### config.mk
export PLATFORM = sky130hd
export DESIGN_NAME = gfx_io_router
export DESIGN_NICKNAME = d
export VERILOG_FILES = /design/src/rtl/gfx_io_pkg.sv /design/src/rtl/gfx_io_vga_dec.sv /design/src/rtl/gfx_io_mono_dec.sv /design/src/rtl/gfx_io_route_reg.sv /design/src/rtl/gfx_io_router.sv
export SDC_FILE = /design/constraint.sdc
export NUM_CORES = 1
export LEC_CHECK = 0
export CORE_AREA = 2 2 39 41
export CTS_CLUSTER_DIAMETER = 200
export DETAILED_ROUTE_END_ITERATION = 10
export DIE_AREA = 0 0 41 43
export HOLD_SLACK_MARGIN = 0.12
export PLACE_DENSITY_LB_ADDON = 0.1
export SLEW_MARGIN = 25
export SYNTH_ARGS = -nofsm -noshare
export SYNTH_HDL_FRONTEND = slang
export SYNTH_HIERARCHICAL = 1
export SYNTH_SLANG_ARGS = --single-unit
### constraint.sdc
create_clock -name clk_i -period 0.9 [get_ports clk_i]
set_clock_uncertainty 0.2 [all_clocks]
set_input_delay 0.18 -clock clk_i [delete_from_list [all_inputs] [get_ports clk_i]]
set_output_delay 0.18 -clock clk_i [all_outputs]
set_load 0.03 [all_outputs]
### src/rtl/gfx_io_pkg.sv
package gfx_io_pkg;
  localparam int unsigned PORT_W = 16;

  typedef enum logic [1:0] {
    ROUTE_NONE = 2'b00,
    ROUTE_GFX  = 2'b01,
    ROUTE_HUB  = 2'b10
  } route_e;

  localparam int unsigned N_VGA_RANGES = 2;
  localparam logic [PORT_W-1:0] VGA_LO [N_VGA_RANGES] = '{16'h03B0, 16'h03C0};
  localparam logic [PORT_W-1:0] VGA_HI [N_VGA_RANGES] = '{16'h03BB, 16'h03DF};

  localparam int unsigned N_MONO_PORTS = 6;
  localparam logic [PORT_W-1:0] MONO_PORTS [N_MONO_PORTS] =
    '{16'h03B4, 16'h03B5, 16'h03B8, 16'h03B9, 16'h03BA, 16'h03BF};
endpackage

### src/rtl/gfx_io_vga_dec.sv
module gfx_io_vga_dec
  import gfx_io_pkg::*;
#(
  parameter int unsigned ADDR_W = PORT_W
) (
  input  logic [ADDR_W-1:0] addr_i,
  output logic              hit_o
);
  logic [N_VGA_RANGES-1:0] in_range;

  for (genvar g = 0; g < N_VGA_RANGES; g++) begin : g_range
    assign in_range[g] = (addr_i >= ADDR_W'(VGA_LO[g])) && (addr_i <= ADDR_W'(VGA_HI[g]));
  end

  assign hit_o = |in_range;
endmodule

### src/rtl/gfx_io_mono_dec.sv
module gfx_io_mono_dec
  import gfx_io_pkg::*;
#(
  parameter int unsigned ADDR_W = PORT_W
) (
  input  logic [ADDR_W-1:0] addr_i,
  input  logic              en_i,
  output logic              hit_o
);
  logic [N_MONO_PORTS-1:0] match;

  for (genvar g = 0; g < N_MONO_PORTS; g++) begin : g_port
    assign match[g] = (addr_i == ADDR_W'(MONO_PORTS[g]));
  end

  assign hit_o = en_i & (|match);
endmodule

### src/rtl/gfx_io_route_reg.sv
module gfx_io_route_reg
  import gfx_io_pkg::*;
(
  input  logic   clk_i,
  input  logic   rst_ni,
  input  logic   valid_i,
  input  route_e route_i,
  output logic   valid_o,
  output route_e route_o
);
  always_ff @(posedge clk_i or negedge rst_ni) begin
    if (!rst_ni) begin
      valid_o <= 1'b0;
      route_o <= ROUTE_NONE;
    end else begin
      valid_o <= valid_i;
      route_o <= valid_i ? route_i : ROUTE_NONE;
    end
  end
endmodule

### src/rtl/gfx_io_router.sv
module gfx_io_router
  import gfx_io_pkg::*;
#(
  parameter int unsigned ADDR_W = PORT_W
) (
  input  logic              clk_i,
  input  logic              rst_ni,
  input  logic              req_valid_i,
  input  logic [ADDR_W-1:0] io_addr_i,
  input  logic              vga_en_i,
  input  logic              io_en_i,
  input  logic              mono_en_i,
  output logic              route_valid_o,
  output logic [1:0]        route_o
);
  logic   vga_hit, mono_hit, to_gfx;
  route_e route_d, route_q;

  gfx_io_vga_dec #(.ADDR_W(ADDR_W)) u_vga (
    .addr_i (io_addr_i),
    .hit_o  (vga_hit)
  );

  gfx_io_mono_dec #(.ADDR_W(ADDR_W)) u_mono (
    .addr_i (io_addr_i),
    .en_i   (mono_en_i),
    .hit_o  (mono_hit)
  );

  // monochrome claim overrides VGA forwarding
  assign to_gfx  = io_en_i & vga_en_i & vga_hit & ~mono_hit;
  assign route_d = to_gfx ? ROUTE_GFX : ROUTE_HUB;

  gfx_io_route_reg u_reg (
    .clk_i   (clk_i),
    .rst_ni  (rst_ni),
    .valid_i (req_valid_i),
    .route_i (route_d),
    .valid_o (route_valid_o),
    .route_o (route_q)
  );

  assign route_o = route_q;
endmodule

==> metrics.txt, run 1 <==
# TYPE chip_impl_metric gauge
chip_impl_metric{name="max_cap_violations",unit=""} 0
chip_impl_metric{name="leakage_power_total",unit="nW"} 0.247
chip_impl_metric{name="finish.net_count",unit=""} 81
chip_impl_info{name="worstHoldPathType",value="in -> async"} 1
chip_impl_metric{name="finish.instance_area",unit="µm²"} 586
chip_impl_metric{name="detailedRoute.firstPassIterationCount",unit=""} 2
chip_impl_metric{name="synthDistinctLibCells",unit=""} 15
chip_impl_metric{name="grt_overflow_total",unit=""} 0
chip_impl_info{name="worst_setup_path_end_kind",value="flop"} 1
chip_impl_metric{name="async_flop_share",unit="%"} 100
chip_impl_metric{name="synth_largest_type_area_fraction",unit="%"} 32.4
chip_impl_metric{name="maxClockFrequency",unit="MHz"} 771
chip_impl_info{name="synthTopCellsByCount",value="sky130_fd_sc_hd__nor2_1 (5), sky130_fd_sc_hd__dfrtp_1 (3), sky130_fd_sc_hd__nand2_1 (3)"} 1
chip_impl_info{name="critPathLaunch",value="io_addr_i[13]"} 1
chip_impl_metric{name="wl",unit="µm"} 865
chip_impl_metric{name="port_buffer_count",unit=""} 24
chip_impl_metric{name="area_of_the_mapped_netlist",unit="µm²"} 231
chip_impl_info{name="tritoncts_clock_tree",value="built"} 1
chip_impl_metric{name="post_synth_inst_count",unit=""} 27
chip_impl_metric{name="via_count",unit=""} 343
chip_impl_metric{name="place_congestion",unit=""} 0.593
chip_impl_metric{name="cp_slowest_stage_delay",unit="ns"} 0.28
chip_impl_metric{name="cts_htree_levels",unit=""} 1
chip_impl_metric{name="die_w",unit="µm"} 41
chip_impl_metric{name="fin_worst_setup_slack",unit="ns"} -0.397
chip_impl_metric{name="worstMarginPinSlew",unit="ns"} 0.280
chip_impl_metric{name="post_synth_edffs",unit=""} 0
chip_impl_metric{name="cp_data_arrival_time",unit="ns"} 1.21
chip_impl_metric{name="via_count_of_the_first_global_routing_pass",unit=""} 359
chip_impl_info{name="criticalPathCategory",value="in -> reg"} 1
chip_impl_info{name="yosys.area.top_type",value="sky130_fd_sc_hd__dfrtp_1"} 1
chip_impl_info{name="failed_checks",value="negative hold slack, negative setup slack"} 1
chip_impl_metric{name="post_route_cells_drive_above_1_share",unit="%"} 55.2
chip_impl_info{name="synth_area_leaders",value="sky130_fd_sc_hd__dfrtp_1 (32%), sky130_fd_sc_hd__and4b_1 (8.6%), sky130_fd_sc_hd__nor2_1 (8.1%), sky130_fd_sc_hd__nand3b_1 (6.5%), sky130_fd_sc_hd__nor4b_2 (6.5%)"} 1
chip_impl_metric{name="dp_hpwl",unit="µm"} 659
chip_impl_info{name="critPathSlowestCell",value="sky130_fd_sc_hd__nor4b_4"} 1
chip_impl_metric{name="post_dp_cell_area",unit="µm²"} 517
chip_impl_metric{name="drt_iter0_markers",unit=""} 1
chip_impl_metric{name="fp.dieH",unit="µm"} 43
chip_impl_metric{name="max-slew-margin-rel",unit="%"} 81.3
chip_impl_metric{name="peakVddDrop",unit="mV"} 0.400
chip_impl_info{name="cp_cell_sequence",value="buf_8 > nor4b_4 > nand3_2 > a311oi_2 > and4b_1 > and2_1"} 1
chip_impl_metric{name="placeableCoreArea",unit="µm²"} 1380
chip_impl_metric{name="fin_hold_ws",unit="ns"} -0.0653
chip_impl_metric{name="total_power",unit="W"} 0.000550
chip_impl_metric{name="setup_viol",unit=""} 5
chip_impl_metric{name="synth_mux_area_share",unit="%"} 0
chip_impl_metric{name="finalCoreUtilization",unit="%"} 42.3
chip_impl_metric{name="clkSinkCount",unit=""} 3
chip_impl_metric{name="tritoncts_buffers",unit=""} 3
chip_impl_metric{name="detail_route.wl_per_cell",unit="µm"} 11.7
chip_impl_metric{name="worst_setup_hold_path_clk_slew",unit="ns"} 0.04
chip_impl_info{name="status",value="finished, violations left"} 1
chip_impl_metric{name="critical_path_required",unit="ns"} 0.82
chip_impl_metric{name="die_area",unit="µm²"} 1760
chip_impl_metric{name="post_syn_nets",unit=""} 49
chip_impl_metric{name="flops_latches_synth",unit=""} 3
chip_impl_metric{name="drtAntennaViolNets",unit=""} 0
chip_impl_metric{name="cp.buffers_inverters",unit=""} 1
chip_impl_metric{name="pin_count",unit=""} 25
chip_impl_metric{name="final_hold_vios",unit=""} 3
chip_impl_metric{name="cts_max_path_buffers",unit=""} 2
chip_impl_metric{name="crit_fanout",unit=""} 2
chip_impl_metric{name="synth_seq_area_share",unit="%"} 32.4
chip_impl_metric{name="grt_start_max_net_pins",unit=""} 5
chip_impl_metric{name="post-route-min-period",unit="ns"} 1.30
chip_impl_info{name="worst_path_dominant_cell_family",value="simple AND/OR/NAND/NOR gates"} 1
chip_impl_metric{name="insertedDiodeCount",unit=""} 0
chip_impl_info{name="root_buffer",value="sky130_fd_sc_hd__clkbuf_4"} 1
chip_impl_metric{name="final_min_period_over_clock_period",unit="%"} 144
chip_impl_metric{name="power.density",unit="nW/µm²"} 940
chip_impl_metric{name="route.detailed.drc",unit=""} 0
chip_impl_info{name="main_combinational_cell_family_by_area_after_synthesis",value="simple AND/OR/NAND/NOR gates"} 1
chip_impl_metric{name="synth_area_per_cell",unit="µm²"} 8.57
chip_impl_metric{name="floorplan.initialDensity",unit="%"} 16.7
chip_impl_metric{name="xor_xnor_share_of_the_synthesized_area",unit="%"} 3.78
chip_impl_metric{name="yosysWarnings",unit=""} 6
chip_impl_metric{name="final.fill_count",unit=""} 152
chip_impl_metric{name="grt_pass1_wl",unit="µm"} 1340
chip_impl_metric{name="simple_gate_fraction_of_synth_area",unit="%"} 53.5
chip_impl_metric{name="avgViaCountPerCell",unit=""} 4.64
chip_impl_metric{name="preCtsSetupSlack",unit="ns"} -1.10
chip_impl_metric{name="synth_compound_gate_area_share",unit="%"} 10.3
chip_impl_info{name="synthFlopType",value="sky130_fd_sc_hd__dfrtp_1"} 1
chip_impl_metric{name="final-max-slew-violation-count",unit=""} 0
chip_impl_metric{name="layout-area-overhead-vs-synth",unit="%"} 153
chip_impl_metric{name="fp-row-count",unit=""} 14
chip_impl_info{name="rsz_0062_raised_after_global_routing",value="yes"} 1
chip_impl_info{name="yosysMostFrequentCell",value="sky130_fd_sc_hd__nor2_1"} 1
chip_impl_metric{name="grt_use_total",unit="%"} 11.7
chip_impl_info{name="critical_path_startpoint_category",value="primary input"} 1
chip_impl_metric{name="synth_adder_area_share",unit="%"} 0
chip_impl_metric{name="antenna_found_initial",unit=""} 0
## metal layers
metal	GRT usage, %	up-vias	part of all wire [%]
li1	-	163	-
met1	8.95	161	29
met2	22.2	15	60
met3	0	4	6.8
met4	12.0	0	4.2
met5	0	-	0
## cells by family after synthesis
kind of cell | Yosys count
and+or+nand+nor | 20
DFF | 3
AOI/OAI and AO/OA | 3
xor gates and xnor gates | 1
## placed cells by master, fill, tap and decap left out
cell type                         count
sky130_fd_sc_hd__buf_6                6
sky130_fd_sc_hd__buf_2                4
sky130_fd_sc_hd__clkbuf_2             4
sky130_fd_sc_hd__clkdlybuf4s50_1      4
sky130_fd_sc_hd__nor2_1               4
sky130_fd_sc_hd__clkbuf_4             3
sky130_fd_sc_hd__dlygate4sd2_1        3
sky130_fd_sc_hd__dfrtp_1              3
sky130_fd_sc_hd__buf_4                3
sky130_fd_sc_hd__and4b_1              2
sky130_fd_sc_hd__buf_8                2
sky130_fd_sc_hd__nand2_1              2
sky130_fd_sc_hd__nand3_2              2
sky130_fd_sc_hd__nand3b_1             2
sky130_fd_sc_hd__and2_1               2
sky130_fd_sc_hd__nand4b_1             1
sky130_fd_sc_hd__clkbuf_1             1
sky130_fd_sc_hd__clkdlybuf4s15_1      1
sky130_fd_sc_hd__nand4_1              1
sky130_fd_sc_hd__xor2_2               1
sky130_fd_sc_hd__nand2b_4             1
sky130_fd_sc_hd__nor4b_4              1
sky130_fd_sc_hd__a311oi_2             1
sky130_fd_sc_hd__nand2_2              1
sky130_fd_sc_hd__nor2_4               1
sky130_fd_sc_hd__o21ai_2              1
sky130_fd_sc_hd__a2111oi_4            1
## metrics by stage
| step | cells | hold slack, ns | setup TNS [ns] |
|---|---|---|---|
| global placement | 68 | 0.166 | -2.04 |
| CTS | 73 | -0.0706 | -1.48 |
| detailed placement | 68 | 0.174 | -2.12 |
| finish | 74 | -0.0653 | -1.39 |
| global route | 74 | -0.0638 | -1.61 |
| floorplan | 27 | -0.316 | -0.775 |
## flip-flops by register name (all words and copies together) (netlist names)
register / flops
u_reg/route_o: 2
u_reg/valid_o: 1
## cell type report
class,count,area [µm²],share of cell area [%]
timing repair buffer,27,236,40.4
tap,16,20.0,3.42
sequential,3,75.1,12.8
multi-input combinational,24,228,38.9
clock buffer,4,26.3,4.49
## where the power goes
group | leakage, nW | internal (W) | total [W] | switching (W)
Clock | 0.0150 | 0.000166 | 0.000231 | 0.0000648
Combinational | 0.195 | 0.000104 | 0.000177 | 0.0000734
Sequential | 0.0373 | 0.000140 | 0.000143 | 0.00000233
## what timing repair did
action	4_1_cts	5_1_grt
endpoints found under the hold margin	3	3
gates resized for setup	61	13
setup buffers	1	1
setup endpoints to repair	5	5
pin swaps	13	6
## worst max-delay path by stage
stage | cells past startpoint | to | slack, ns
2_1_floorplan | 5 | u_reg/route_o[0]$_DFF_PN0_ | -0.45
3_3_place_gp | 6 | u_reg/route_o[0]$_DFF_PN0_ | -1.04
3_5_place_dp | 6 | u_reg/route_o[0]$_DFF_PN0_ | -1.10
4_1_cts | 6 | u_reg/route_o[0]$_DFF_PN0_ | -0.45
5_1_grt | 6 | u_reg/route_o[0]$_DFF_PN0_ | -0.48
6_report | 6 | u_reg/route_o[0]$_DFF_PN0_ | -0.40
No activity file was read; power rests on OpenSTA's default activity.
==> run 2, diff against run 1 <==
SKIP_LAST_GASP = 1   (was not set)
==> run 2 against run 1 <==
Compared with the run above: via count down 0.87%; routed wire length unchanged; global-route usage unchanged; utilization down 0.63 points; worst setup slack better by 0.0027 ns; critical path depth unchanged; combinational power down 2%; count of clock-buffer cells in the layout unchanged; die area unchanged; the run still ends with negative hold slack, negative setup slack left; non-clock buffer count unchanged.
==> metrics.txt, run 2 (synthesized netlist as in run 1, its figures left out) <==
# TYPE chip_impl_metric gauge
chip_impl_metric{name="fin_worst_setup_slack",unit="ns"} -0.394
chip_impl_info{name="worst_setup_path_end_kind",value="flop"} 1
chip_impl_metric{name="detailedRoute.firstPassIterationCount",unit=""} 2
chip_impl_metric{name="post_route_cells_drive_above_1_share",unit="%"} 53.4
chip_impl_metric{name="max-slew-margin-rel",unit="%"} 81.4
chip_impl_metric{name="maxClockFrequency",unit="MHz"} 773
chip_impl_info{name="largest_registers_in_the_final_layout",value="u_reg/route_o: 2 flops, u_reg/valid_o: 1 flops"} 1
chip_impl_metric{name="route.detailed.drc",unit=""} 0
chip_impl_metric{name="cp_data_arrival_time",unit="ns"} 1.21
chip_impl_metric{name="post-place-cells",unit=""} 68
chip_impl_metric{name="die_w",unit="µm"} 41
chip_impl_metric{name="dp_hpwl",unit="µm"} 659
chip_impl_info{name="rsz_0062_raised_after_global_routing",value="yes"} 1
chip_impl_metric{name="largest_reg_flops",unit=""} 2
chip_impl_metric{name="worst_setup_hold_path_clk_slew",unit="ns"} 0.04
chip_impl_metric{name="via_count_of_the_first_global_routing_pass",unit=""} 359
chip_impl_metric{name="drt_iter0_markers",unit=""} 1
chip_impl_metric{name="swShare",unit="%"} 25.5
chip_impl_metric{name="tritoncts_buffers",unit=""} 3
chip_impl_metric{name="critical_path_required",unit="ns"} 0.82
chip_impl_metric{name="final_hold_vios",unit=""} 3
chip_impl_metric{name="worstMarginPinSlew",unit="ns"} 0.280
chip_impl_info{name="tritoncts_clock_tree",value="built"} 1
chip_impl_metric{name="final_min_period_over_clock_period",unit="%"} 144
chip_impl_metric{name="clock_network_fraction_of_total_power",unit="%"} 42.2
chip_impl_metric{name="layoutNonFillerInstCount",unit=""} 74
chip_impl_metric{name="power.density",unit="nW/µm²"} 947
chip_impl_metric{name="port_buffer_count",unit=""} 24
chip_impl_info{name="global_route.peak_usage_layer",value="met2"} 1
chip_impl_metric{name="die_area",unit="µm²"} 1760
chip_impl_metric{name="layout-area-overhead-vs-synth",unit="%"} 149
chip_impl_info{name="worstHoldPathType",value="in -> async"} 1
chip_impl_metric{name="insertedDiodeCount",unit=""} 0
chip_impl_metric{name="grt_use_total",unit="%"} 11.7
chip_impl_metric{name="pin_count",unit=""} 25
chip_impl_metric{name="combPwrFrac",unit="%"} 31.6
chip_impl_metric{name="setup_viol",unit=""} 5
chip_impl_metric{name="cts_htree_levels",unit=""} 1
chip_impl_metric{name="power.sequential.fraction",unit="%"} 26.1
chip_impl_metric{name="antenna_found_initial",unit=""} 0
chip_impl_metric{name="cts_max_path_buffers",unit=""} 2
chip_impl_metric{name="grt_pass1_wl",unit="µm"} 1340
chip_impl_info{name="critical_path_startpoint_category",value="primary input"} 1
chip_impl_metric{name="post-route-min-period",unit="ns"} 1.29
chip_impl_metric{name="crit_fanout",unit=""} 2
chip_impl_metric{name="grt_overflow_total",unit=""} 0
chip_impl_metric{name="final-max-slew-violation-count",unit=""} 0
chip_impl_metric{name="via_count",unit=""} 340
chip_impl_metric{name="place_congestion",unit=""} 0.593
chip_impl_metric{name="max_cap_violations",unit=""} 0
chip_impl_info{name="root_buffer",value="sky130_fd_sc_hd__clkbuf_4"} 1
chip_impl_metric{name="drtAntennaViolNets",unit=""} 0
chip_impl_metric{name="gr-usage-met1",unit="%"} 8.95
chip_impl_metric{name="grt_start_max_net_pins",unit=""} 5
chip_impl_metric{name="peakVddDrop",unit="mV"} 0.389
chip_impl_metric{name="fp.dieH",unit="µm"} 43
chip_impl_metric{name="avgViaCountPerCell",unit=""} 4.59
chip_impl_metric{name="switching_power_of_the_nets",unit="W"} 0.000139
chip_impl_metric{name="floorplan.initialDensity",unit="%"} 16.7
chip_impl_metric{name="finalCoreUtilization",unit="%"} 41.7
chip_impl_metric{name="fp-row-count",unit=""} 14
chip_impl_metric{name="detail_route.wl_per_cell",unit="µm"} 11.7
chip_impl_metric{name="fin_hold_ws",unit="ns"} -0.0653
chip_impl_info{name="criticalPathCategory",value="in -> reg"} 1
chip_impl_metric{name="grt.met2_usage",unit="%"} 22.2
chip_impl_metric{name="grt.met3_usage",unit="%"} 0
chip_impl_metric{name="finish.net_count",unit=""} 81
chip_impl_info{name="failed_checks",value="negative hold slack, negative setup slack"} 1
chip_impl_metric{name="leakage_power_total",unit="nW"} 0.244
chip_impl_metric{name="clkSinkCount",unit=""} 3
chip_impl_metric{name="placeableCoreArea",unit="µm²"} 1380
chip_impl_metric{name="wl",unit="µm"} 865
chip_impl_metric{name="p_int",unit="W"} 0.000407
chip_impl_info{name="regMostFlops",value="u_reg/route_o"} 1
chip_impl_info{name="status",value="finished, violations left"} 1
==> run 2: area by class of cell <==
class                   count  area, µm²
clock buffers               4       26.3
fillers                   154        807
multi-input cells          24        223
flip-flops and latches      3       75.1
well taps                  16       20.0
repair buffers             27        233
==> run 2: power by group through the flow <==
| stage | Combinational (W) | Clock, W | Sequential [W] |
|---|---|---|---|
| finish | 0.000173 | 0.000231 | 0.000143 |
| global placement | 0.000164 | 0 | 0.000143 |
| global route | 0.000185 | 0.000249 | 0.000143 |
| CTS | 0.000171 | 0.000242 | 0.000143 |
| floorplan | 0.0000288 | 0 | 0.000153 |
| detailed placement | 0.000167 | 0 | 0.000144 |
==> run 2: critical path, stage by stage <==
cell                       delay [ns]
sky130_fd_sc_hd__buf_8           0.10
sky130_fd_sc_hd__nor4b_4         0.28
sky130_fd_sc_hd__nand3_2         0.11
sky130_fd_sc_hd__a311oi_2        0.21
sky130_fd_sc_hd__and4b_1         0.21
sky130_fd_sc_hd__and2_1          0.13
==> run 2: layer usage <==
metal	share of wire, %	vias to the layer above
met5	0	-
met4	4.2	0
met3	6.7	4
met2	60	15
met1	29	158
li1	-	163
==> run 2: path summary, 6_finish.rpt <==
kind                       depth (start not counted)                    endpoint     startpoint  slack, ns
worst max-delay path                               6  u_reg/route_o[0]$_DFF_PN0_  io_addr_i[13]      -0.39
worst min-delay path                               1     u_reg/valid_o$_DFF_PN0_         rst_ni      -0.07
max in group asynchronous                          1  u_reg/route_o[1]$_DFF_PN0_         rst_ni       0.42
min in group clk_i                                 5  u_reg/route_o[1]$_DFF_PN0_   io_addr_i[8]       0.22
==> run 2: metrics by stage <==
| step | hold WS (ns) | area (µm²) | setup TNS [ns] | total power, W | setup WS, ns |
|---|---|---|---|---|---|
| 2_1_floorplan | -0.316 | 256 | -0.775 | 0.000182 | -0.455 |
| 3_3_place_gp | 0.166 | 517 | -2.04 | 0.000307 | -1.04 |
| 3_5_place_dp | 0.174 | 517 | -2.12 | 0.000311 | -1.10 |
| 4_1_cts | -0.0706 | 582 | -1.48 | 0.000556 | -0.448 |
| 5_1_grt | -0.0638 | 577 | -1.64 | 0.000576 | -0.478 |
| 6_report | -0.0653 | 577 | -1.41 | 0.000546 | -0.394 |
==> run 2: repair_timing <==
| action | 4_1_cts | 5_1_grt |
|---|---|---|
| setup endpoints to repair | 5 | 5 |
| pin swaps | 13 | 6 |
| buffers inserted | 1 | 1 |
| gates resized for setup | 61 | 8 |
| endpoints found under the hold margin | 3 | 3 |
==> run 3, diff against run 2 <==
PLACE_DENSITY = 0.64   (was not set)
PLACE_DENSITY_LB_ADDON = not set   (was 0.1)
==> run 3 against run 2 <==
Compared with the run above: the flow still finishes with violations (negative hold slack, negative setup slack); non-clock buffer count is the same; first-iteration DRC count grew 100%; clock power shrank 2%; final cell count is the same; sequential cell count is the same; critical path type unchanged.
==> metrics.txt, run 3 (synthesized netlist as in run 1, its figures left out) <==
# TYPE chip_impl_metric gauge
chip_impl_info{name="status",value="finished, violations left"} 1
chip_impl_info{name="failed_checks",value="negative hold slack, negative setup slack"} 1
chip_impl_metric{name="cp_data_arrival_time",unit="ns"} 1.24
chip_impl_metric{name="die_w",unit="µm"} 41
chip_impl_metric{name="fp.dieH",unit="µm"} 43
chip_impl_metric{name="detailedRoute.firstPassIterationCount",unit=""} 3
chip_impl_metric{name="port_buffer_count",unit=""} 24
chip_impl_metric{name="timing.critical_path.depth",unit=""} 7
chip_impl_metric{name="via_count_of_the_first_global_routing_pass",unit=""} 338
chip_impl_metric{name="via_count",unit=""} 330
chip_impl_info{name="tritoncts_clock_tree",value="built"} 1
chip_impl_metric{name="critical_path_required",unit="ns"} 0.86
chip_impl_metric{name="insertedDiodeCount",unit=""} 0
chip_impl_metric{name="fp-row-count",unit=""} 14
chip_impl_info{name="cp_cell_sequence",value="buf_8 > buf_6 > nor2_4 > o21ai_2 > a2111oi_4 > and4b_1 > and2_1"} 1
chip_impl_metric{name="max-slew-margin-rel",unit="%"} 79.8
chip_impl_metric{name="final.fill_count",unit=""} 150
chip_impl_metric{name="grt_overflow_total",unit=""} 0
chip_impl_metric{name="clkSinkCount",unit=""} 3
chip_impl_info{name="criticalPathCategory",value="in -> reg"} 1
chip_impl_metric{name="grt_use_total",unit="%"} 11.0
chip_impl_metric{name="drt_iter0_markers",unit=""} 2
chip_impl_metric{name="crit_fanout",unit=""} 2
chip_impl_info{name="root_buffer",value="sky130_fd_sc_hd__clkbuf_4"} 1
chip_impl_info{name="critical_path_startpoint_category",value="primary input"} 1
chip_impl_metric{name="grt_start_max_net_pins",unit=""} 5
chip_impl_metric{name="fin_hold_ws",unit="ns"} -0.0636
chip_impl_info{name="rsz_0062_raised_after_global_routing",value="yes"} 1
chip_impl_metric{name="total_power",unit="W"} 0.000540
chip_impl_metric{name="peakVddDrop",unit="mV"} 0.256
chip_impl_metric{name="max_cap_violations",unit=""} 0
chip_impl_metric{name="tritoncts_buffers",unit=""} 3
chip_impl_metric{name="antenna_found_initial",unit=""} 0
chip_impl_info{name="critPathSlowestCell",value="sky130_fd_sc_hd__a2111oi_4"} 1
chip_impl_metric{name="worstMarginPinSlew",unit="ns"} 0.302
chip_impl_metric{name="power.density",unit="nW/µm²"} 948
chip_impl_metric{name="grt_pass1_wl",unit="µm"} 1230
chip_impl_metric{name="leakage_power_total",unit="nW"} 0.240
chip_impl_metric{name="worst_setup_hold_path_clk_slew",unit="ns"} 0.03
chip_impl_metric{name="avgViaCountPerCell",unit=""} 4.46
chip_impl_metric{name="cts_max_path_buffers",unit=""} 2
chip_impl_info{name="regMostFlops",value="u_reg/route_o"} 1
chip_impl_metric{name="final_min_period_over_clock_period",unit="%"} 142
chip_impl_metric{name="place_congestion",unit=""} 0.686
chip_impl_info{name="commonest_non_fill_non_tap_cells_in_the_layout",value="sky130_fd_sc_hd__buf_2 (7), sky130_fd_sc_hd__buf_6 (5), sky130_fd_sc_hd__clkbuf_2 (4), sky130_fd_sc_hd__clkdlybuf4s50_1 (4)"} 1
chip_impl_metric{name="route.detailed.drc",unit=""} 0
chip_impl_metric{name="cp.buffers_inverters",unit=""} 2
chip_impl_info{name="worst_path_dominant_cell_family",value="compound AO/OA/AOI/OAI gates"} 1
chip_impl_info{name="largest_registers_in_the_final_layout",value="u_reg/route_o: 2 flops, u_reg/valid_o: 1 flops"} 1
chip_impl_metric{name="die_area",unit="µm²"} 1760
chip_impl_metric{name="pin_count",unit=""} 25
chip_impl_info{name="layout.cells.most_common",value="sky130_fd_sc_hd__buf_2"} 1
chip_impl_metric{name="placeableCoreArea",unit="µm²"} 1380
chip_impl_metric{name="wl",unit="µm"} 833
chip_impl_metric{name="layout-area-overhead-vs-synth",unit="%"} 146
chip_impl_info{name="worstHoldPathType",value="in -> async"} 1
chip_impl_metric{name="fin_tns_setup",unit="ns"} -1.34
chip_impl_metric{name="cts_htree_levels",unit=""} 1
chip_impl_info{name="worst_setup_path_end_kind",value="flop"} 1
chip_impl_metric{name="finish.net_count",unit=""} 81
chip_impl_metric{name="setup_viol",unit=""} 5
chip_impl_metric{name="cp_slowest_stage_delay",unit="ns"} 0.36
chip_impl_metric{name="post_route_cells_drive_above_1_share",unit="%"} 56.9
chip_impl_metric{name="maxClockFrequency",unit="MHz"} 784
chip_impl_metric{name="largest_reg_flops",unit=""} 2
chip_impl_metric{name="final-max-slew-violation-count",unit=""} 0
chip_impl_metric{name="fin_worst_setup_slack",unit="ns"} -0.376
chip_impl_metric{name="floorplan.initialDensity",unit="%"} 16.7
chip_impl_metric{name="detail_route.wl_per_cell",unit="µm"} 11.3
chip_impl_metric{name="dp_hpwl",unit="µm"} 634
chip_impl_metric{name="final_hold_vios",unit=""} 3
chip_impl_metric{name="post-route-min-period",unit="ns"} 1.28
chip_impl_metric{name="drtAntennaViolNets",unit=""} 0
==> run 3: routing by layer <==
metal	GRT usage [%]	vias up	routed length [µm]
li1	-	164	-
met4	10.0	0	0
met1	9.58	148	275
met5	0	-	0
met3	2.09	0	86
met2	19.1	18	472
==> run 3: worst max path at each step <==
stage	slack, ns	start	end
5_1_grt	-0.41	io_addr_i[12]	u_reg/route_o[0]$_DFF_PN0_
2_1_floorplan	-0.45	io_addr_i[10]	u_reg/route_o[0]$_DFF_PN0_
3_3_place_gp	-1.01	io_addr_i[13]	u_reg/route_o[0]$_DFF_PN0_
3_5_place_dp	-1.06	io_addr_i[13]	u_reg/route_o[0]$_DFF_PN0_
4_1_cts	-0.42	io_addr_i[12]	u_reg/route_o[0]$_DFF_PN0_
6_report	-0.38	io_addr_i[12]	u_reg/route_o[0]$_DFF_PN0_
==> run 3: metrics by stage <==
stage / instance area (µm²) / hold slack [ns] / setup slack [ns] / std cells / utilization, %
floorplan: 256 / -0.316 / -0.455 / 27 / -
global placement: 524 / 0.172 / -1.01 / 69 / 37.9
detailed placement: 524 / 0.179 / -1.06 / 69 / 37.9
CTS: 581 / -0.0656 / -0.421 / 74 / 42.0
global route: 569 / -0.0681 / -0.414 / 74 / 41.1
finish: 569 / -0.0636 / -0.376 / 74 / 41.1
==> run 3: power breakdown <==
part	switching (W)	internal, W	total (W)
Sequential	0.00000195	0.000140	0.000142
Combinational	0.0000748	0.0000958	0.000171
Clock	0.0000615	0.000166	0.000227
==> run 3: layout make-up <==
class	instances	area (µm²)	share of cell area, %
clock buffers	4	26.3	4.62
multi-input cells	24	230	40.4
flip-flops and latches	3	75.1	13.2
well taps	16	20.0	3.52
repair buffers	27	218	38.2
==> run 3: what timing repair did <==
item / in CTS / in global routing
pin swaps: 14 / 7
buffers inserted: 1 / 0
hold endpoints to repair: 3 / 3
gates resized for setup: 59 / 11
endpoints found under the setup margin: 5 / 5
